### src/rtl/aud_sf_pkg.sv
package aud_sf_pkg;

    // Preamble type codes seen by the line coder.
    typedef enum logic [1:0] {
        PRE_BLOCK = 2'd0,
        PRE_CH1   = 2'd1,
        PRE_CH2   = 2'd2
    } pre_e;

    // Formatter control states.
    typedef enum logic [1:0] {
        ST_IDLE = 2'd0,
        ST_CH1  = 2'd1,
        ST_CH2  = 2'd2
    } st_e;

    // Per-pair flags captured at acceptance.
    typedef struct packed {
        logic unrel;
        logic short_mode;
    } pair_flags_t;

endpackage

### src/rtl/aud_sf_blkpos.sv
module aud_sf_blkpos #(
    parameter int FRAMES = 192,
    localparam int FW    = $clog2(FRAMES)
) (
    input  logic          clk,
    input  logic          rst_n,
    input  logic          adv,
    output logic [FW-1:0] frame,
    output logic          at_start
);

    localparam logic [FW-1:0] LAST = FW'(FRAMES - 1);

    always_ff @(posedge clk) begin
        if (!rst_n) begin
            frame <= '0;
        end else if (adv) begin
            if (frame == LAST) frame <= '0;
            else               frame <= frame + 1'b1;
        end
    end

    assign at_start = (frame == '0);

endmodule

### src/rtl/aud_sf_chbits.sv
module aud_sf_chbits #(
    parameter int FRAMES   = 192,
    parameter int ID_FIRST = 20,
    parameter int ID_LEN   = 4,
    localparam int FW      = $clog2(FRAMES)
) (
    input  logic [FRAMES-1:0] cs_word,
    input  logic [FRAMES-1:0] user_word,
    input  logic [FW-1:0]     frame,
    input  logic              second,
    input  logic              stereo_en,
    output logic              cs_bit,
    output logic              user_bit
);

    localparam logic [FW-1:0] ID_LO   = FW'(ID_FIRST);
    localparam logic [FW-1:0] ID_HI   = FW'(ID_FIRST + ID_LEN - 1);
    localparam logic [FW-1:0] ID_LEFT = FW'(ID_FIRST);
    localparam logic [FW-1:0] ID_RGHT = FW'(ID_FIRST + 1);

    logic consumer;
    logic in_id;
    logic id_val;

    always_comb begin
        consumer = ~cs_word[0];
        in_id    = consumer && (frame >= ID_LO) && (frame <= ID_HI);
        id_val   = stereo_en && (frame == (second ? ID_RGHT : ID_LEFT));
        cs_bit   = in_id ? id_val : cs_word[frame];
        user_bit = user_word[frame];
    end

endmodule

### src/rtl/aud_sf_pack.sv
module aud_sf_pack #(
    parameter int SAMPLE_W = 24,
    parameter int SHORT_W  = 16,
    localparam int PW      = SAMPLE_W + 4,
    localparam int DROP    = SAMPLE_W - SHORT_W
) (
    input  logic [SAMPLE_W-1:0] sample,
    input  logic                short_mode,
    input  logic                unrel,
    input  logic                user_bit,
    input  logic                cs_bit,
    output logic [PW-1:0]       payload
);

    logic [SAMPLE_W-1:0] smp_m;
    logic [PW-2:0]       body;

    for (genvar i = 0; i < SAMPLE_W; i++) begin : g_mask
        if (i < DROP) begin : g_low
            assign smp_m[i] = sample[i] & ~short_mode;
        end else begin : g_high
            assign smp_m[i] = sample[i];
        end
    end

    assign body    = {cs_bit, user_bit, unrel, smp_m};
    assign payload = {^body, body};

endmodule

### src/rtl/aud_sf_fmt.sv
module aud_sf_fmt
    import aud_sf_pkg::*;
#(
    parameter int SAMPLE_W = 24,
    parameter int SHORT_W  = 16,
    parameter int FRAMES   = 192,
    parameter int ID_FIRST = 20,
    localparam int PAY_W   = SAMPLE_W + 4,
    localparam int FW      = $clog2(FRAMES)
) (
    input  logic                clk,
    input  logic                rst_n,
    input  logic                smp_valid,
    output logic                smp_ready,
    input  logic [SAMPLE_W-1:0] smp_left,
    input  logic [SAMPLE_W-1:0] smp_right,
    input  logic                smp_unrel,
    input  logic                short_mode,
    input  logic                stereo_en,
    input  logic [FRAMES-1:0]   user_word,
    input  logic [FRAMES-1:0]   cs_word,
    output logic                sf_strobe,
    output logic [1:0]          sf_pre,
    output logic [PAY_W-1:0]    sf_payload
);

    st_e                 state;
    st_e                 state_nx;
    logic [SAMPLE_W-1:0] hold_l;
    logic [SAMPLE_W-1:0] hold_r;
    pair_flags_t         hold_f;
    logic                accept;
    logic                adv;
    logic [FW-1:0]       frame;
    logic                at_start;
    logic                second;
    logic [SAMPLE_W-1:0] cur_smp;
    pre_e                pre;
    logic                cs_bit;
    logic                user_bit;

    assign accept = (state == ST_IDLE) && smp_valid;
    assign adv    = (state == ST_CH2);

    // Next-state selection.
    always_comb begin
        state_nx = state;
        unique case (state)
            ST_IDLE: state_nx = smp_valid ? ST_CH1 : ST_IDLE;
            ST_CH1:  state_nx = ST_CH2;
            ST_CH2:  state_nx = ST_IDLE;
            default: state_nx = ST_IDLE;
        endcase
    end

    // State register.
    always_ff @(posedge clk) begin
        if (!rst_n) state <= ST_IDLE;
        else        state <= state_nx;
    end

    // Sample holding registers, loaded only on acceptance.
    always_ff @(posedge clk) begin
        if (!rst_n) begin
            hold_l <= '0;
            hold_r <= '0;
            hold_f <= '0;
        end else if (accept) begin
            hold_l <= smp_left;
            hold_r <= smp_right;
            hold_f <= '{unrel: smp_unrel, short_mode: short_mode};
        end
    end

    // Outputs decoded from state.
    always_comb begin
        smp_ready = 1'b0;
        sf_strobe = 1'b0;
        second    = 1'b0;
        cur_smp   = hold_l;
        pre       = PRE_CH1;
        unique case (state)
            ST_IDLE: begin
                smp_ready = 1'b1;
            end
            ST_CH1: begin
                sf_strobe = 1'b1;
                pre       = at_start ? PRE_BLOCK : PRE_CH1;
            end
            ST_CH2: begin
                sf_strobe = 1'b1;
                second    = 1'b1;
                cur_smp   = hold_r;
                pre       = PRE_CH2;
            end
            default: begin
                smp_ready = 1'b0;
            end
        endcase
    end

    assign sf_pre = pre;

    aud_sf_blkpos #(.FRAMES(FRAMES)) u_pos (
        .clk      (clk),
        .rst_n    (rst_n),
        .adv      (adv),
        .frame    (frame),
        .at_start (at_start)
    );

    aud_sf_chbits #(.FRAMES(FRAMES), .ID_FIRST(ID_FIRST), .ID_LEN(4)) u_bits (
        .cs_word   (cs_word),
        .user_word (user_word),
        .frame     (frame),
        .second    (second),
        .stereo_en (stereo_en),
        .cs_bit    (cs_bit),
        .user_bit  (user_bit)
    );

    aud_sf_pack #(.SAMPLE_W(SAMPLE_W), .SHORT_W(SHORT_W)) u_pack (
        .sample     (cur_smp),
        .short_mode (hold_f.short_mode),
        .unrel      (hold_f.unrel),
        .user_bit   (user_bit),
        .cs_bit     (cs_bit),
        .payload    (sf_payload)
    );

endmodule

### config.mk
export PLATFORM = sky130hd
export DESIGN_NAME = aud_sf_fmt
export DESIGN_NICKNAME = d
export VERILOG_FILES = /design/src/rtl/aud_sf_pkg.sv /design/src/rtl/aud_sf_blkpos.sv /design/src/rtl/aud_sf_chbits.sv /design/src/rtl/aud_sf_pack.sv /design/src/rtl/aud_sf_fmt.sv
export SDC_FILE = /design/constraint.sdc
export NUM_CORES = 1
export LEC_CHECK = 0
export BUFFER_PORTS_ARGS = -buffer_cell sky130_fd_sc_hd__buf_2
export CORE_AREA = 2 2 181 183
export CTS_BUF_LIST = sky130_fd_sc_hd__clkbuf_8
export DETAILED_ROUTE_END_ITERATION = 8
export DIE_AREA = 0 0 183 185
export GPL_TIMING_DRIVEN = 0
export PLACE_DENSITY = 0.48
export SETUP_SLACK_MARGIN = 0.3
export SLEW_MARGIN = 20
export SYNTH_ARGS = -nofsm -noshare
export SYNTH_HDL_FRONTEND = slang
export SYNTH_SLANG_ARGS = --single-unit
### constraint.sdc
create_clock -name clk -period 7.2 [get_ports clk]
set_clock_uncertainty 0.1 [all_clocks]
set_input_delay 0.72 -clock clk [delete_from_list [all_inputs] [get_ports clk]]
set_output_delay 0.72 -clock clk [all_outputs]
set_load 0.05 [all_outputs]
Word level (Yosys, flattened, before mapping)
Index checks and enable logic that the tools add are counted.

Memories kept: 0. Bits in read-only memories: 0. Flip-flop bits (word level): 60. Output and inout port bits: 32. RAM bits: 0. Logic and storage cells: 47. Bits in latches: 0. Input bits: 438.

Reduce and logical (&&, ||, !) cells: 8. Magnitude comparators: 3. Bitwise logic cells: 10. Add/subtract/negate cells: 1. Divide/modulo/power cells: 0. Shifts and indexed selects: 0. $mul: 0. Muxes and demuxes: 15. Eq/ne operators: 4.

Operators with widths (count): parity 27 bit (1); 2-to-1 mux 24 bit (1); binary-select mux 1 bit (select 8 bit) (2); less-than comparator 8 x 9 -> 1 bit, second input constant (1); 2-to-1 mux 1 bit (9); adder 8 x 1 -> 8 bit, second input constant (1); bitwise AND 1 bit (8); == test 8 bit (1); == test 8 bit, second input constant (1); greater-or-equal comparator 8 x 5 -> 1 bit, second input constant (1); <= comparator 8 x 5 -> 1 bit, second input constant (1); zero test 8 bit (1); 2-to-1 mux 8 bit (1); one-hot mux 2 bit (2 select lines) (2); logical AND 1 bit (4); == test 2 x 1 -> 1 bit, second input constant (1); == test 2 bit, second input constant (1); zero test 2 bit (1); inverter 1 bit (2); OR reduction 2 bit (1).

Logic depth before layout (Yosys ltp)
Gate-level depths: netlist (run 1).

Depth after elaboration: 7. Depth in mapped cells: 13. Depth with buffers taken out: 10.

Modules after synthesis
Synthesis (run 1) repeated with hierarchy kept, for this count alone.

Cells, all modules: 686. Area total of the unflattened synthesis: 6998.0 um^2.

By module, submodules not included: aud_sf_chbits (area each 3443.3 um^2, sequential area each 0.0 um^2, times used 1, cells each 313); aud_sf_fmt (area each 2700.1 um^2, sequential area each 1041.0 um^2, times used 1, cells each 268); aud_sf_pack (area each 432.9 um^2, sequential area each 0.0 um^2, times used 1, cells each 54); aud_sf_blkpos (area each 421.7 um^2, sequential area each 160.2 um^2, times used 1, cells each 51).

Least setup slack after synthesis (run 1)
OpenSTA, ideal clock, no wires.

Kind: flip-flop to output port. Start: register state[0]. End: output port sf_payload[27]. Data required time: 6.380 ns. Cell stages (with the launch flop): 13. Path slack: 2.329 ns. Path buffers: 2. Arrival time: 4.051 ns. Cells stage by stage: dfxtp_1 > inv_1 > ha_1 > buf_2 > buf_4 > mux2i_1 > nor2_1 > xnor2_1 > xnor3_1 > xnor3_1 > xnor3_1 > xnor2_2 > xnor2_1.

Elaborated cells on any way between the ends: 16. Those cells by class: 2 x eq/ne; 4 x mux; 8 x bitwise; 2 x reduce/logical.

RTL lines: from (decl) (line aud_sf_fmt.sv:27) `st_e state;`; from (signal assigned) (line aud_sf_fmt.sv:59) `else state <= state_nx;`; == test 2 bit (line aud_sf_fmt.sv:82) `unique case (state)`; 2-to-1 mux 24 bit (line aud_sf_fmt.sv:82); bitwise AND 1 bit (line aud_sf_pack.sv:20) `assign smp_m[i] = sample[i] & ~short_mode;`; named net sf_payload[2] (line aud_sf_fmt.sv:24) `output logic [PAY_W-1:0] sf_payload`; parity 27 bit (line aud_sf_pack.sv:27) `assign payload = {^body, body};`; to (decl) (line aud_sf_fmt.sv:24).

The timed path passes the listed nets, and every way through them passes these cells.

Worst setup path after layout (run 1)
Start: register u_pos.frame[3]. End: output port sf_payload[27].

Word-level cells in the longest chain between the ends: 5. Elaborated cells on any way between the ends: 12. Those cells by class: 2 x order compare; 1 x eq/ne; 5 x mux; 4 x reduce/logical.

Ends and longest elaborated chain: from (decl) (line aud_sf_blkpos.sv:8) `output logic [FW-1:0] frame,`; from (signal assigned) (line aud_sf_blkpos.sv:19) `else frame <= frame + 1'b1;`; branches (longest 3 deep; another with binary-select mux 1 bit (select 8 bit)); 2-to-1 mux 1 bit (*) (line aud_sf_chbits.sv:29) `cs_bit = in_id ? id_val : cs_word[frame];`; named net cs_bit (line aud_sf_fmt.sv:39) `logic cs_bit;`; parity 27 bit (*) (line aud_sf_pack.sv:27).

Mark *: on every way through the listed nets, which the timed path passes. The select of a mux whose other input is x is not followed.

==> results.ini, run 1 <==
[setup_path]
startpoint=u_pos.frame[3]
cp_cell_sequence=buf_2, buf_1, buf_1, mux4_2, mux2i_1, o22ai_1, a21oi_1, o41ai_2, xnor2_1, buf_2
crit_type=reg2out
cpLargestDelayFamily=buffers and inverters
r2r_setup_slack_ns=3.74
reg2reg_depth=7
cp-start-kind=flop
cp.required_ns=6.38
slowest_stage=buf_1
worstReg2RegEnd=u_pos.frame[3]
critPathMaxStageDelay_ns=0.74
worstPathMaxFanout=10
r2r_start=u_pos.frame[3]
critPathCaptureType=primary output
crit_arrival_ns=4.05
critical_path_buf_inv_count=4

[route]
finalWirelength_um=32300
wire_per_inst_um=21.8
ant_nets=0
drt-vias-per-instance=4.67
via_count=6924
drc=0
drt_pass1_iterations=4
drt_iter0_drc=293

[global_routing]
track_usage_pct=18.3
grt_max_degree=13
grt_pass1_vias=7334
antenna_found_initial=5
grt_pass1_wl_um=45600
gr-total-overflow=0

[logic_synthesis]
synth.distinct_cells=52
synth-compound-area-share_pct=11.5
synth-async-reset-ratio_pct=0
avgSynthCellArea_um2=10.6
synthFlopType=dfxtp_1
yosysWarnings=0
ys_ff_latch=60
synth_top_family_by_area=multiplexers
muxShareOfSynthArea_pct=44.7
synthesis.nets=1031
syn_inst=588
synthSimpleGateAreaFrac_pct=12.2
synth_xor_area_share_pct=5.51
synth_area_um2=6220
seq_area_frac_synth_pct=19.3
synth_edf_count=0
synthAdderAreaFrac_pct=1.01

[min_path]
hold_path_depth=2
holdCritPathClass=reg2reg
worstHoldStart=hold_r[16]
min_to=hold_r[16]

[floorplanning]
die_area_um2=33900
die_h_um=185
ios=470
rows=66
initial_core_util_pct=19.4
core_area_um2=32000
chipWidth_um=183

[sta]
fin_crit_ns=4.87
worst_pin_slew_ns=0.937
maxSlewViolCount=0
rsz0062_at_grt=no
final-hold-violation-count=0
fin_setup_tns_ns=0
hold_ws_ns=0.363
max_freq_mhz=205
maxSlewHeadroom_pct=37.5
setup_viol=0
finalCritPeriodShare_pct=67.7

[layout]
fillers=3466
nets=1510
finalCoreUtilization_pct=29.0
drive_gt1_share_pct=59.7
seq_area_um2=1200
final_cells=1483
syn_to_final_growth_pct=49.5
final_cell_mix=buf_2, nand2_1, mux4_2
multiInputGateArea_um2=4670
final_common_cell=buf_2

[power_and_ir_drop]
p_per_area_nw_per_um2=134
ir_worst_vdd_mv=0.0768
p_leak_nw=4.13

[clock_tree]
hold_buffers=0
htreeDepth=3
cts.sinks=60
insertion_delay_ns=0.35
root_buffer=clkbuf_8
post_cts_buffers=0
cts_tree=yes
clockBufferDepth=2
cts_resized=0
path_clk_slew_ns=0.08
numCtsBuffers=9

[status]
status=completed

[place]
gp_congestion=0.858
place_hpwl_um=28100
placedCellCount=1464
io_buffers=468

[job]
drv_cap=0

[stage by stage]
step	setup slack (ns)	total power [mW]	instance area [um^2]
after floorplan	2.33	0.686	6220
after global placement	2.66	0.899	9070
after detailed placement	2.67	0.904	9070
after CTS	2.26	1.27	9300
after global routing	2.02	1.32	9300
final	2.33	1.24	9310
[state kept, by name, indices dropped and copies added, names as in the netlist]
| signal | count |
|---|---|
| state | 2 |
| hold_l | 24 |
| hold_f | 2 |
| hold_r | 24 |
| u_pos.frame | 8 |
[worst max-delay path by stage]
stage	endpoint	depth (start not counted)	slack [ns]
6_report	sf_payload[27]	10	2.33
5_1_grt	sf_payload[27]	11	2.02
4_1_cts	sf_payload[27]	11	2.26
3_5_place_dp	sf_payload[27]	11	2.67
3_3_place_gp	sf_payload[27]	11	2.66
2_1_floorplan	sf_payload[27]	12	2.33
[report_power, final]
part	total [mW]	leakage [nW]	internal, mW	switching, mW
Clock	0.355	0.110	0.197	0.158
Sequential	0.360	0.492	0.350	0.0103
Combinational	0.528	3.52	0.261	0.267
Total	1.24	4.13	0.807	0.436
[tightest hold or removal path, cell delays in order, from the launching register on]
cell	delay, ns
dfxtp_1	0.31
nand2_1	0.04
a21boi_0	0.06
[cells in the mapped netlist (4+ instances only)]
cell type	count	area, um^2
a21boi_0	50	375
a21oi_1	7	35.0
a22oi_1	4	30.0
a31oi_1	7	43.8
buf_1	8	30.0
buf_2	15	75.1
buf_4	11	82.6
buf_6	4	45.0
clkbuf_1	24	90.1
dfxtp_1	60	1200
ha_1	5	62.6
inv_1	8	30.0
mux2_2	22	248
mux2i_1	25	250
mux4_2	100	2250
nand2_1	122	458
nand3_1	13	65.1
nor2_1	23	86.3
nor2b_1	6	37.5
o2111ai_1	4	35.0
xnor2_1	12	105
xnor3_1	5	113
xor2_1	7	61.3
[area by class of cell]
class / count / share of cell area, %
clock inverter: 7 / 1.06
tap: 408 / 5.49
antenna: 3 / 0.0807
sequential: 60 / 12.9
inverter: 8 / 0.323
timing repair buffer: 468 / 25.2
clock buffer: 9 / 1.33
multi-input combinational: 458 / 50.2
buffer: 62 / 3.47
[layer usage]
metal	global-route usage, %	up-vias	wire (um)
li1	-	3207	-
met1	20.9	3379	12300
met2	34.9	299	17200
met3	3.48	37	1970
met4	4.67	2	816
met5	0	-	7
[cells by family (layout without fill, tap and decap cells)]
logic type | count (synthesis) | after routing
simple gates | 182 | 182
flops | 60 | 60
buf+inv | 70 | 554
mux | 150 | 150
other cells | 0 | 3
fa+ha+maj | 5 | 5
xor+xnor | 27 | 27
compound gates | 94 | 94
No activity file was read; power rests on OpenSTA's default activity.
==> run 2, diff against run 1 <==
Settings changed: PLACE_DENSITY 0.48 to 0.5.
Clock period 7.2 ns to 4.1 ns, I/O delays scaled along.
==> results.ini, run 2 (synthesized netlist as in run 1, its figures left out) <==
[status]
status=completed

[setup_path]
worstReg2RegEnd=u_pos.frame[2]
cp_cell_sequence=buf_12, buf_12, mux4_2, mux4_2, o211ai_1, a21oi_2, a2111o_1, xnor2_4, xnor2_4, buf_8
critPathMaxStageDelay_ns=0.50  ; -0.24 ns
slowest_stage=mux4_2
cp.required_ns=3.59  ; -2.79 ns
r2r_setup_slack_ns=1.06  ; -2.68 ns
cp-start-kind=flop
r2r_start=state[0]
crit_arrival_ns=3.36  ; -0.69 ns
crit_type=reg2out
reg2reg_depth=10  ; +3
worstPathMaxFanout=7  ; -3
cpLargestDelayFamily=multiplexers
critical_path_buf_inv_count=3  ; -1
critPathCaptureType=primary output

[sta]
maxSlewViolCount=0  ; unchanged
worst_pin_slew_ns=0.914  ; -0.0232 ns
maxSlewHeadroom_pct=39.0  ; +1.4 points
finalCritPeriodShare_pct=94.4
fin_ws_ns=0.232  ; -2.10 ns
setup_viol=0  ; unchanged
final-hold-violation-count=0  ; unchanged
max_freq_mhz=259
rsz0062_at_grt=yes
fin_crit_ns=3.87

[global_routing]
gr-total-overflow=0  ; unchanged
grt_max_degree=13  ; unchanged
track_usage_pct=18.1  ; -0.24 points
antenna_found_initial=3  ; -2
grt_pass1_wl_um=45100  ; -1.1%
grt_pass1_vias=7295  ; -0.53%

[clock_tree]
numCtsBuffers=9  ; unchanged
root_buffer=clkbuf_8
cts_tree=yes
insertion_delay_ns=0.36  ; about the same
clockBufferDepth=2  ; unchanged
cts.sinks=60  ; unchanged
htreeDepth=3  ; unchanged
path_clk_slew_ns=0.08  ; about the same
hold_buffers=0  ; unchanged

[min_path]
min_to=hold_l[12]
holdCritPathClass=in2reg
hold_path_depth=3  ; +1
worstHoldStart=smp_left[12]

[layout]
final_cells=1490  ; +0.47%
final_common_cell=buf_2
syn_to_final_growth_pct=56.7
drive_gt1_share_pct=63.2  ; +3.5 points
final_cell_mix=buf_2, nand2_1, mux4_2
nets=1518  ; +0.53%
top_regs=hold_l: 24 flops, hold_r: 24 flops, u_pos.frame: 8 flops
fillers=3468  ; +0.058%

[route]
drt_pass1_iterations=4  ; unchanged
drt-vias-per-instance=4.67  ; about the same
ant_nets=0  ; unchanged
drc=0  ; unchanged
via_count=6961  ; +0.53%
wire_per_inst_um=21.4  ; -1.7%
finalWirelength_um=31900  ; -1.2%
drt_iter0_drc=300  ; +2.4%

[place]
io_buffers=468  ; unchanged
place_hpwl_um=27800  ; -1.1%
gp_congestion=0.839  ; -2.3%
placedCellCount=1464  ; unchanged
place_ws_ns=-0.261  ; -2.94 ns

[power_and_ir_drop]
ir_worst_vdd_mv=0.154  ; +100%
p_leak_nw=4.28  ; +3.9%
p_per_area_nw_per_um2=239  ; +79%

[floorplanning]
rows=66  ; unchanged
die_h_um=185  ; unchanged
die_area_um2=33900  ; unchanged
initial_core_util_pct=19.4  ; unchanged
chipWidth_um=183  ; unchanged
ios=470  ; unchanged
core_area_um2=32000  ; unchanged

[job]
drv_cap=0  ; unchanged

-- run 2: repair_timing --
| item | in CTS | in global routing |
|---|---|---|
| resized for setup | 84 | 11 |
| endpoints found under the hold margin | 0 | 0 |
| setup endpoints to repair | 3 | 3 |
| buffers inserted | 6 | 2 |
| pin swaps | 10 | 9 |
-- run 2: power by group --
part / leakage [nW] / total [mW] / internal (mW) / switching (mW)
Combinational: 3.68 / 1.08 / 0.570 / 0.514
Clock: 0.110 / 0.612 / 0.345 / 0.267
Sequential: 0.493 / 0.633 / 0.614 / 0.0189
Total: 4.28 / 2.33 / 1.53 / 0.801
-- run 2: final cells by class --
| type | count | area, um^2 | area share [%] |
|---|---|---|---|
| flip-flops and latches | 60 | 1210 | 12.4 |
| clock inverters | 7 | 98.8 | 1.01 |
| well taps | 408 | 510 | 5.23 |
| inverters | 8 | 30.0 | 0.308 |
| diodes | 2 | 5.00 | 0.0513 |
| clock buffers | 9 | 124 | 1.27 |
| repair buffers | 476 | 2440 | 25.0 |
| multi-input cells | 458 | 4840 | 49.6 |
| plain buffers | 62 | 495 | 5.08 |
-- run 2: worst max-delay path by stage --
stage | from | cells past startpoint | endpoint | slack [ns]
final | u_pos.frame[0] | 10 | sf_payload[27] | 0.23
after global routing | u_pos.frame[0] | 10 | sf_payload[27] | 0.07
after CTS | u_pos.frame[0] | 11 | sf_payload[27] | 0.20
after detailed placement | u_pos.frame[3] | 9 | sf_payload[27] | -0.26
after global placement | u_pos.frame[3] | 8 | sf_payload[26] | -0.27
after floorplan | state[0] | 11 | sf_payload[27] | 0.37
-- run 2: metal layers --
| layer | track usage [%] | share of wire (%) |
|---|---|---|
| met2 | 34.3 | 54 |
| met1 | 21.4 | 39 |
| met3 | 2.83 | 5.1 |
| met5 | 0 | 0.041 |
| met4 | 3.84 | 1.8 |
-- run 2: per-stage QoR --
step	power, mW	cell area (um^2)	hold slack (ns)	setup TNS (ns)	utilization [%]
6_report	2.33	9750	0.177	0	30.4
5_1_grt	2.46	9750	0.186	0	30.4
4_1_cts	2.37	9690	0.161	0	30.2
3_5_place_dp	1.64	9120	0.359	-0.489	28.5
3_3_place_gp	1.63	9120	0.350	-0.541	28.5
2_1_floorplan	1.26	6260	0.339	0	-
-- run 2: tightest hold or removal path, stage by stage --
cell and delay [ns]:
buf_2 0.09, nand2_1 0.04, a21boi_0 0.06
